<file path="src/rtl/lsu_pkg.sv">
package lsu_pkg;
  localparam int DATA_W = 32;
  localparam int FLAG_N = 4;
  localparam int STATE_W = 3;

  localparam int FLAG_RATE = 0;
  localparam int FLAG_PROT = 1;
  localparam int FLAG_CM = 2;
  localparam int FLAG_VS = 3;

  localparam int STATE_LSB = 8;
  localparam int EXP_BIT = 16;

  typedef enum logic [STATE_W-1:0] {
    ST_STANDBY = 3'd0,
    ST_L1SYNC  = 3'd1,
    ST_PROTO   = 3'd2,
    ST_CM      = 3'd3,
    ST_VSS     = 3'd4,
    ST_OPER    = 3'd5,
    ST_PASSIVE = 3'd6
  } lsuState_e;

  typedef struct packed {
    logic stateChange;
    logic clearFlags;
    logic autoProt;
    logic autoCm;
  } lsuStrobe_t;
endpackage

</file>
<file path="src/rtl/lsuSeqCtrl.sv">
module lsuSeqCtrl
  import lsu_pkg::*;
(
  input  logic              clk,
  input  logic              rstN,
  input  logic              startReq,
  input  logic              syncAcq,
  input  logic              syncLost,
  input  logic              cmFail,
  input  logic              autoProtEn,
  input  logic              autoCmEn,
  input  logic              pinMode,
  input  logic [FLAG_N-1:0] flags,
  output lsuState_e         state,
  output lsuStrobe_t        strobe
);
  lsuState_e nextState;
  logic lossHit;

  // A loss of sync counts only once the link has passed layer-1 synchronisation.
  assign lossHit = syncLost && (state != ST_STANDBY) && (state != ST_L1SYNC);

  always_comb begin
    nextState = state;
    if (lossHit) begin
      nextState = ST_L1SYNC;
    end else begin
      case (state)
        ST_STANDBY: if (startReq) nextState = ST_L1SYNC;
        ST_L1SYNC:  if (syncAcq && flags[FLAG_RATE]) nextState = ST_PROTO;
        ST_PROTO:   if (flags[FLAG_PROT]) nextState = ST_CM;
        ST_CM: begin
          // The failure exit takes priority over a completed flag.
          if (cmFail) nextState = ST_PASSIVE;
          else if (flags[FLAG_CM]) nextState = ST_VSS;
        end
        ST_VSS:     if (flags[FLAG_VS]) nextState = ST_OPER;
        ST_OPER:    nextState = ST_OPER;
        ST_PASSIVE: nextState = ST_PASSIVE;
        default:    nextState = ST_STANDBY;
      endcase
    end
  end

  always_ff @(posedge clk) begin
    if (!rstN) state <= ST_STANDBY;
    else       state <= nextState;
  end

  always_comb begin
    strobe.stateChange = (nextState != state);
    strobe.clearFlags  = lossHit;
    strobe.autoProt    = autoProtEn && !pinMode && (state == ST_PROTO);
    strobe.autoCm      = autoCmEn && !pinMode && !cmFail && (state == ST_CM);
  end
endmodule

</file>
<file path="src/rtl/lsuRegPath.sv">
module lsuRegPath
  import lsu_pkg::*;
#(
  parameter int ADDR_W = 2,
  parameter int TIMER_W = 32,
  parameter logic [TIMER_W-1:0] TIMER_RESET = 64
) (
  input  logic              clk,
  input  logic              rstN,
  input  lsuStrobe_t        strobe,
  input  lsuState_e         state,
  input  logic              pinMode,
  input  logic [FLAG_N-1:0] pinDone,
  input  logic [ADDR_W-1:0] regAddr,
  input  logic              regWe,
  input  logic [DATA_W-1:0] regWdata,
  output logic [FLAG_N-1:0] flags,
  output logic              timerExpired,
  output logic [DATA_W-1:0] regRdata
);
  localparam logic [ADDR_W-1:0] ADDR_CTL = ADDR_W'(0);
  localparam logic [ADDR_W-1:0] ADDR_PER = ADDR_W'(1);

  logic ctlWrite, perWrite;
  logic [FLAG_N-1:0] autoHit;
  logic [TIMER_W-1:0] periodQ, cntQ;

  assign ctlWrite = regWe && (regAddr == ADDR_CTL);
  assign perWrite = regWe && (regAddr == ADDR_PER);

  always_comb begin
    autoHit = '0;
    autoHit[FLAG_PROT] = strobe.autoProt;
    autoHit[FLAG_CM]   = strobe.autoCm;
  end

  // Per-bit flag registers: clear, then pin, then auto, then software write.
  for (genvar i = 0; i < FLAG_N; i++) begin : g_flag
    always_ff @(posedge clk) begin
      if (!rstN)                 flags[i] <= 1'b0;
      else if (strobe.clearFlags) flags[i] <= 1'b0;
      else if (pinMode)          flags[i] <= pinDone[i];
      else if (autoHit[i])       flags[i] <= 1'b1;
      else if (ctlWrite)         flags[i] <= regWdata[i];
    end
  end

  always_ff @(posedge clk) begin
    if (!rstN)         periodQ <= TIMER_RESET;
    else if (perWrite) periodQ <= regWdata[TIMER_W-1:0];
  end

  // Timer restarts on every state entry and freezes once expired.
  always_ff @(posedge clk) begin
    if (!rstN) begin
      cntQ <= '0;
      timerExpired <= 1'b0;
    end else if (strobe.stateChange) begin
      cntQ <= '0;
      timerExpired <= 1'b0;
    end else if (!timerExpired) begin
      if (cntQ == periodQ) timerExpired <= 1'b1;
      else                 cntQ <= cntQ + 1'b1;
    end
  end

  always_comb begin
    regRdata = '0;
    if (regAddr == ADDR_CTL) begin
      regRdata[FLAG_N-1:0] = flags;
      regRdata[STATE_LSB +: STATE_W] = state;
      regRdata[EXP_BIT] = timerExpired;
    end else if (regAddr == ADDR_PER) begin
      regRdata[TIMER_W-1:0] = periodQ;
    end
  end
endmodule

</file>
<file path="src/rtl/link_startup_ctrl.sv">
module link_startup_ctrl
  import lsu_pkg::*;
#(
  parameter int ADDR_W = 2,
  parameter int TIMER_W = 32,
  parameter logic [TIMER_W-1:0] TIMER_RESET = 64
) (
  input  logic              clk,
  input  logic              rstN,
  input  logic              startReq,
  input  logic              syncAcq,
  input  logic              syncLost,
  input  logic              cmFail,
  input  logic              pinMode,
  input  logic              pinRateDone,
  input  logic              pinProtDone,
  input  logic              pinCmDone,
  input  logic              pinVsDone,
  input  logic              autoProtEn,
  input  logic              autoCmEn,
  input  logic [ADDR_W-1:0] regAddr,
  input  logic              regWe,
  input  logic [31:0]       regWdata,
  output logic [31:0]       regRdata,
  output logic [2:0]        stateOut,
  output logic              timerExpired
);
  lsuState_e state;
  lsuStrobe_t strobe;
  logic [FLAG_N-1:0] flagBits;
  logic [FLAG_N-1:0] pinDone;

  assign pinDone = {pinVsDone, pinCmDone, pinProtDone, pinRateDone};
  assign stateOut = state;

  lsuSeqCtrl u_ctrl (
    .clk(clk), .rstN(rstN), .startReq(startReq), .syncAcq(syncAcq),
    .syncLost(syncLost), .cmFail(cmFail), .autoProtEn(autoProtEn),
    .autoCmEn(autoCmEn), .pinMode(pinMode), .flags(flagBits),
    .state(state), .strobe(strobe)
  );

  lsuRegPath #(.ADDR_W(ADDR_W), .TIMER_W(TIMER_W), .TIMER_RESET(TIMER_RESET)) u_dp (
    .clk(clk), .rstN(rstN), .strobe(strobe), .state(state), .pinMode(pinMode),
    .pinDone(pinDone), .regAddr(regAddr), .regWe(regWe), .regWdata(regWdata),
    .flags(flagBits), .timerExpired(timerExpired), .regRdata(regRdata)
  );
endmodule

</file>
<file path="config.mk">
export PLATFORM = sky130hd
export DESIGN_NAME = link_startup_ctrl
export DESIGN_NICKNAME = d
export VERILOG_FILES = /design/src/rtl/lsu_pkg.sv /design/src/rtl/lsuSeqCtrl.sv /design/src/rtl/lsuRegPath.sv /design/src/rtl/link_startup_ctrl.sv
export SDC_FILE = /design/constraint.sdc
export NUM_CORES = 1
export LEC_CHECK = 0
export ABC_AREA = 1
export CAP_MARGIN = 30
export CORE_MARGIN = 4
export CORE_UTILIZATION = 45
export DETAILED_ROUTE_END_ITERATION = 7
export HOLD_SLACK_MARGIN = 0.12
export PLACE_DENSITY = 0.71
export SETUP_SLACK_MARGIN = 0.05
export SLEW_MARGIN = 15
export SYNTH_ARGS = -nofsm -noshare
export SYNTH_HDL_FRONTEND = slang
export SYNTH_SLANG_ARGS = --single-unit
</file>
<file path="constraint.sdc">
create_clock -name clk -period 1.9 [get_ports clk]
set_input_delay 0.19 -clock clk [delete_from_list [all_inputs] [get_ports clk]]
set_output_delay 0.19 -clock clk [all_outputs]
set_load 0.05 [all_outputs]
</file>
# --- Yosys cells after proc, flatten, opt, wreduce, memory -nomap -nowiden ---
# Index checks and enable logic that the tools add are counted.
word_totals:
  register_bits: 72
  input_bits: 48
  wordCells: 70
op_classes:
  addsub: 1
  eq_ne: 10
  muxes: 27
  n_bitwise: 3
  n_reduce_logical: 21
ops:
  columns: ["op", "count"]
  rows:
  - ["adder 32 x 1 -> 32 bit (second input constant)", 1]
  - ["equality test 32 bit", 1]
  - ["two-way mux 32 bit", 1]
  - ["two-way mux 3 bit", 8]
  - ["case mux 3 bit (7 select lines)", 1]
  - ["two-way mux 15 bit", 1]
  - ["two-way mux 1 bit", 13]
  - ["logical AND 1 bit", 10]
  - ["equality test 3 bit (second input constant)", 3]
  - ["nonzero test 3 bit", 3]
  - ["two-way mux 4 bit", 2]
  - ["equality test 3 x 2 -> 1 bit (second input constant)", 2]
  - ["two-way mux 5 bit", 1]
  - ["OR reduction 2 bit", 2]
  - ["equality test 3 x 1 -> 1 bit (second input constant)", 1]
  - ["zero test 3 bit", 1]
  - ["!= test 3 x 1 -> 1 bit (second input constant)", 1]
  - ["!= test 3 bit", 1]
  - ["NOT 1 bit", 3]
  - ["equality test 2 x 1 -> 1 bit (second input constant)", 1]
  - ["zero test 1 bit", 2]
  - ["zero test 2 bit", 1]
  - ["AND reduction 2 bit", 1]
  - ["nonzero test 2 bit", 1]

# --- Logic depth before layout (Yosys ltp) ---
logic_depth:
  word_depth: 6
  ltp_mapped: 12
  mapped_depth_nobuf: 11

# --- Cells and area by module ---
# A second synthesis with hierarchy kept.
hier_totals:
  cells_unflattened: 689
  hier_area_um2: 4272.8
modules_own_cells:
  columns: ["mod", "n_inst", "cells_each", "area_each_um2"]
  rows:
  - ["lsuRegPath", 1, 628, 3945.0]
  - ["lsuSeqCtrl", 1, 61, 327.8]

# --- Worst setup path after synthesis ---
# Ideal clock, no wire load.
synth_path:
  path_kind: "flip-flop to output port"
  from: "register u_dp.timerExpired"
  to: "output regRdata[16]"
  arrival_time_ns: 1.971
  path_slack_ns: -0.261
  stages_incl_launch_ff: 4
  path_cell_list: "dfxtp_1 clkinv_1 clkbuf_1 o22ai_1"
synth_via:
  elab_chain_cells: 1
synth_rtl:
  columns: ["item", "line_no", "source"]
  rows:
  - ["from (decl)", "lsuRegPath.sv:18", "output logic timerExpired,"]
  - ["from (signal assigned)", "lsuRegPath.sv:57", "timerExpired <= 1'b0;"]
  - ["from (signal assigned)", "lsuRegPath.sv:60", "timerExpired <= 1'b0;"]
  - ["from (signal assigned)", "lsuRegPath.sv:62", "if (cntQ == periodQ) timerExpired <= 1'b1;"]
  - ["two-way mux 1 bit", "lsuRegPath.sv:69", "if (regAddr == ADDR_CTL) begin"]
  - ["to (decl)", "link_startup_ctrl.sv:24", "output logic [31:0] regRdata,"]
# No other way between the ends.

# --- Worst setup path after layout ---
layout_path:
  from: "register u_ctrl.state[2]"
  to: "output stateOut[2]"
layout_rtl:
  columns: ["item", "line_no", "source"]
  rows:
  - ["from (decl)", "lsuSeqCtrl.sv:14", "output lsuState_e state,"]
  - ["from (signal assigned)", "lsuSeqCtrl.sv:47", "else state <= nextState;"]
  - ["to (decl)", "link_startup_ctrl.sv:25", "output logic [2:0] stateOut,"]
# No word-level cell between the ends.

==> flow_metrics.env <==
export IMPL_area_delta_synth_final_pct=37.98
export IMPL_io_pins=84
export IMPL_period_needed_ns=1.803
export IMPL_reg2reg_from="u_dp.cntQ[1]"
export IMPL_p_sw_w=0.001026
export IMPL_critPathLaunchType="flop"
export IMPL_dp_hpwl_um=10020
export IMPL_slowest_stage="clkdlybuf4s50_1"
export IMPL_seq_area_sq_um=1449
export IMPL_die_h_um=106.6
export IMPL_async_flop_share_pct=0
export IMPL_cap_violations=0
export IMPL_grt_overflow_total=0
export IMPL_synth_enable_flop_cells=0
export IMPL_n_fill_cell=864
export IMPL_max_freq_mhz=554.5
export IMPL_viasPerCell=5.194
export IMPL_slew_headroom_pct=66.84
export IMPL_layoutNonFillerInstCount=916
export IMPL_switching_share_pct=26.55
export IMPL_grt_pass1_wl_um=21600
export IMPL_path_clk_slew_ns=0.08
export IMPL_syn_area_per_cell_sq_um=6.397
export IMPL_routed_wl_um=13040
export IMPL_hp_start="pinVsDone"
export IMPL_status="completed"
export IMPL_clkPwrFrac_pct=42.3
export IMPL_endpoint_kind="output pin"
export IMPL_drt_initial_drc_count=205
export IMPL_cts_max_level=3
export IMPL_synth_main_ff_cell="dfxtp_1"
export IMPL_diodes=0
export IMPL_hold_viol=0
export IMPL_crit_chain="clkdlybuf4s50_1"
export IMPL_hold_path_depth=3
export IMPL_cts_sinks=72
export IMPL_setup_tns_ns=0
export IMPL_path_buf_inv=1
export IMPL_remaining_drc_errors=0
export IMPL_grt_total_usage_pct=23.22
export IMPL_yosys_warnings=0
export IMPL_cts_setup_buffers=0
export IMPL_reg2regPathDepth=8
export IMPL_p_comb_share_pct=16.2
export IMPL_crit_required_ns=1.71
export IMPL_cts_tree="yes"
export IMPL_synth_cell_types=29
export IMPL_ys_ff_latch=72
export IMPL_fin_skew_ns=0.01732
export IMPL_seq_area_frac_synth_pct=32.94
export IMPL_setup_violations_final=0
export IMPL_final_net_count=831
export IMPL_ant_nets=0
export IMPL_dieArea_sq_um=11360
export IMPL_r2r_slack_ns=0.16
export IMPL_hp_class="in -> reg"
export IMPL_timing_final_crit_share_pct=94.91
export IMPL_slew_violations=0
export IMPL_placed_cells=899
export IMPL_p_per_area_nw_per_um2=640.3
export IMPL_drive_gt1_share_pct=16.52
export IMPL_reg2reg_to="u_dp.cntQ[16]"
export IMPL_gp_congestion=0.9575
export IMPL_initial_core_util_pct=46.69
export IMPL_crit_type="reg -> out"
export IMPL_syn_area_sq_um=4375
export IMPL_netlist_instances=684
export IMPL_vias=4758
export IMPL_core_region_area_sq_um=9371
export IMPL_worst_pin_slew_ns=0.4959
export IMPL_critical_path_arrival_ns=1.61
export IMPL_critPathTopFamily="buffers and inverters"
export IMPL_wl_per_cell_um=14.24
export IMPL_cp_max_fo=8
export IMPL_leakage_nw=2.257
export IMPL_grt_max_degree=41
export IMPL_grt_setup_unrepaired="true"
export IMPL_first_global_vias=4631
export IMPL_holdPathEnd="u_dp.flags[3]"
export IMPL_multi_input_area_sq_um=2595
export IMPL_seqPwrFrac_pct=41.5
export IMPL_dr_pass1_iters=6
export IMPL_ctsRootBufferMaster="clkbuf_8"
export IMPL_slowest_delay_ns=0.83
export IMPL_syn_nets=733
export IMPL_fp_dieW_um=106.6
export IMPL_p_int_w=0.002839
export IMPL_hold_ws_ns=0.4118
export IMPL_antenna_found_initial=0
export IMPL_clk_latency_ns=0.35
export IMPL_vdd_drop_max_v=0.0004456
export IMPL_cts_made_buffers=9
export IMPL_port_buffers=83
export IMPL_rows=35
export IMPL_clk_path_buf_depth=2
power by group through the flow:
stage          logic [W]  clock network, W  registers (W)
3_5_place_dp    0.000622                 0        0.00164
2_1_floorplan   0.000362                 0        0.00164
5_1_grt         0.000684           0.00173        0.00161
3_3_place_gp    0.000609                 0        0.00164
4_1_cts         0.000623           0.00166        0.00160
6_report        0.000626           0.00164        0.00160
kinds of logic after synthesis:
family / synth area share [%]
and+or+nand+nor: 33.63
buffers and inverters: 8.750
DFF: 32.94
AOI/OAI and AO/OA: 16.79
xor gates and xnor gates: 7.607
adders and majority gates: 0.2859
how the worst max path moves through the flow:
stage | start | endpoint | slack, ns | cells after the start
final | u_ctrl.state[2] | stateOut[2] | 0.1 | 1
after global routing | u_dp.cntQ[1] | u_dp.cntQ[16] | 0.04 | 8
after floorplan | u_dp.timerExpired | regRdata[16] | 0.02 | 3
after detailed placement | u_dp.cntQ[1] | u_dp.cntQ[16] | 0.07 | 8
after CTS | u_dp.cntQ[1] | u_dp.cntQ[16] | 0.05 | 8
after global placement | u_dp.cntQ[1] | u_dp.cntQ[16] | 0.08 | 8
metrics by stage:
| step | utilization (%) | total power [W] | cell area [sq um] | worst slack [ns] |
|---|---|---|---|---|
| floorplan | - | 0.002004 | 4403 | 0.01680 |
| global placement | 61.07 | 0.002245 | 5723 | 0.07702 |
| detailed placement | 61.07 | 0.002260 | 5723 | 0.07006 |
| CTS | 63.93 | 0.003882 | 5991 | 0.05005 |
| global route | 64.42 | 0.004023 | 6037 | 0.04106 |
| finish | 64.42 | 0.003866 | 6037 | 0.09670 |
synth_stat cells, types with 3 or more instances:
| cell type | number | area (sq um) |
|---|---|---|
| nand2_1 | 203 | 762.0 |
| nor2_1 | 91 | 341.6 |
| dfxtp_1 | 72 | 1441 |
| inv_1 | 67 | 251.5 |
| nand3_1 | 49 | 245.2 |
| a21oi_1 | 37 | 185.2 |
| o21ai_0 | 37 | 185.2 |
| a21oi_2 | 30 | 262.8 |
| xnor2_1 | 26 | 227.7 |
| clkbuf_1 | 14 | 52.55 |
| xor2_1 | 12 | 105.1 |
| o22ai_1 | 8 | 50.05 |
| nand3b_1 | 7 | 52.55 |
| buf_1 | 3 | 11.26 |
| buf_2 | 3 | 15.01 |
| buf_6 | 3 | 33.78 |
| nand4_1 | 3 | 18.77 |
| nor2_2 | 3 | 18.77 |
| o21ai_1 | 3 | 15.01 |
layer usage:
| layer | up-vias | global-route usage (%) | part of all wire, % |
|---|---|---|---|
| li1 | 2369 | - | - |
| met1 | 2195 | 30.77 | 45 |
| met3 | 18 | 6.261 | 8.0 |
| met2 | 176 | 37.28 | 46 |
| met4 | 0 | 6.393 | 1.5 |
| met5 | - | 0 | 0 |
placed cells by master, fill, tap and decap left out, types with 3 or more instances in the layout:
cell	synthesis	final
o22ai_2	0	4
xor2_1	12	12
clkdlybuf4s50_1	0	51
bufinv_16	0	4
clkbuf_8	0	9
dfxtp_1	72	66
a21oi_2	30	30
nand4_1	3	3
buf_4	1	31
nand3_1	49	49
nand2_2	1	3
o22ai_1	8	4
a21oi_1	37	37
xnor2_1	26	26
buf_12	0	26
nand2_1	203	201
dfxtp_2	0	6
nor2_1	91	87
nand3b_1	7	7
o21ai_0	37	37
nor2_2	3	7
inv_1	67	67
sequential cells by signal, indices dropped and copies added, names as in the netlist:
name and flops:
u_dp.flags 4, u_dp.cntQ 32, u_dp.periodQ 32, u_dp.timerExpired 1
u_ctrl.state 3
area by class of cell:
| class | instances | share of cell area, % |
|---|---|---|
| multi-input cells | 518 | 42.98 |
| clock inverters | 7 | 2.383 |
| repair buffers | 111 | 21.55 |
| well taps | 129 | 2.674 |
| clock buffers | 9 | 2.052 |
| flip-flops and latches | 72 | 24.00 |
| inverters | 70 | 4.352 |
what timing repair did:
| item | in CTS | in global routing |
|---|---|---|
| setup endpoints to repair | 0 | 33 |
| resized for setup | 0 | 17 |
| hold buffers | 0 | 0 |
No activity file was read; power rests on OpenSTA's default activity.
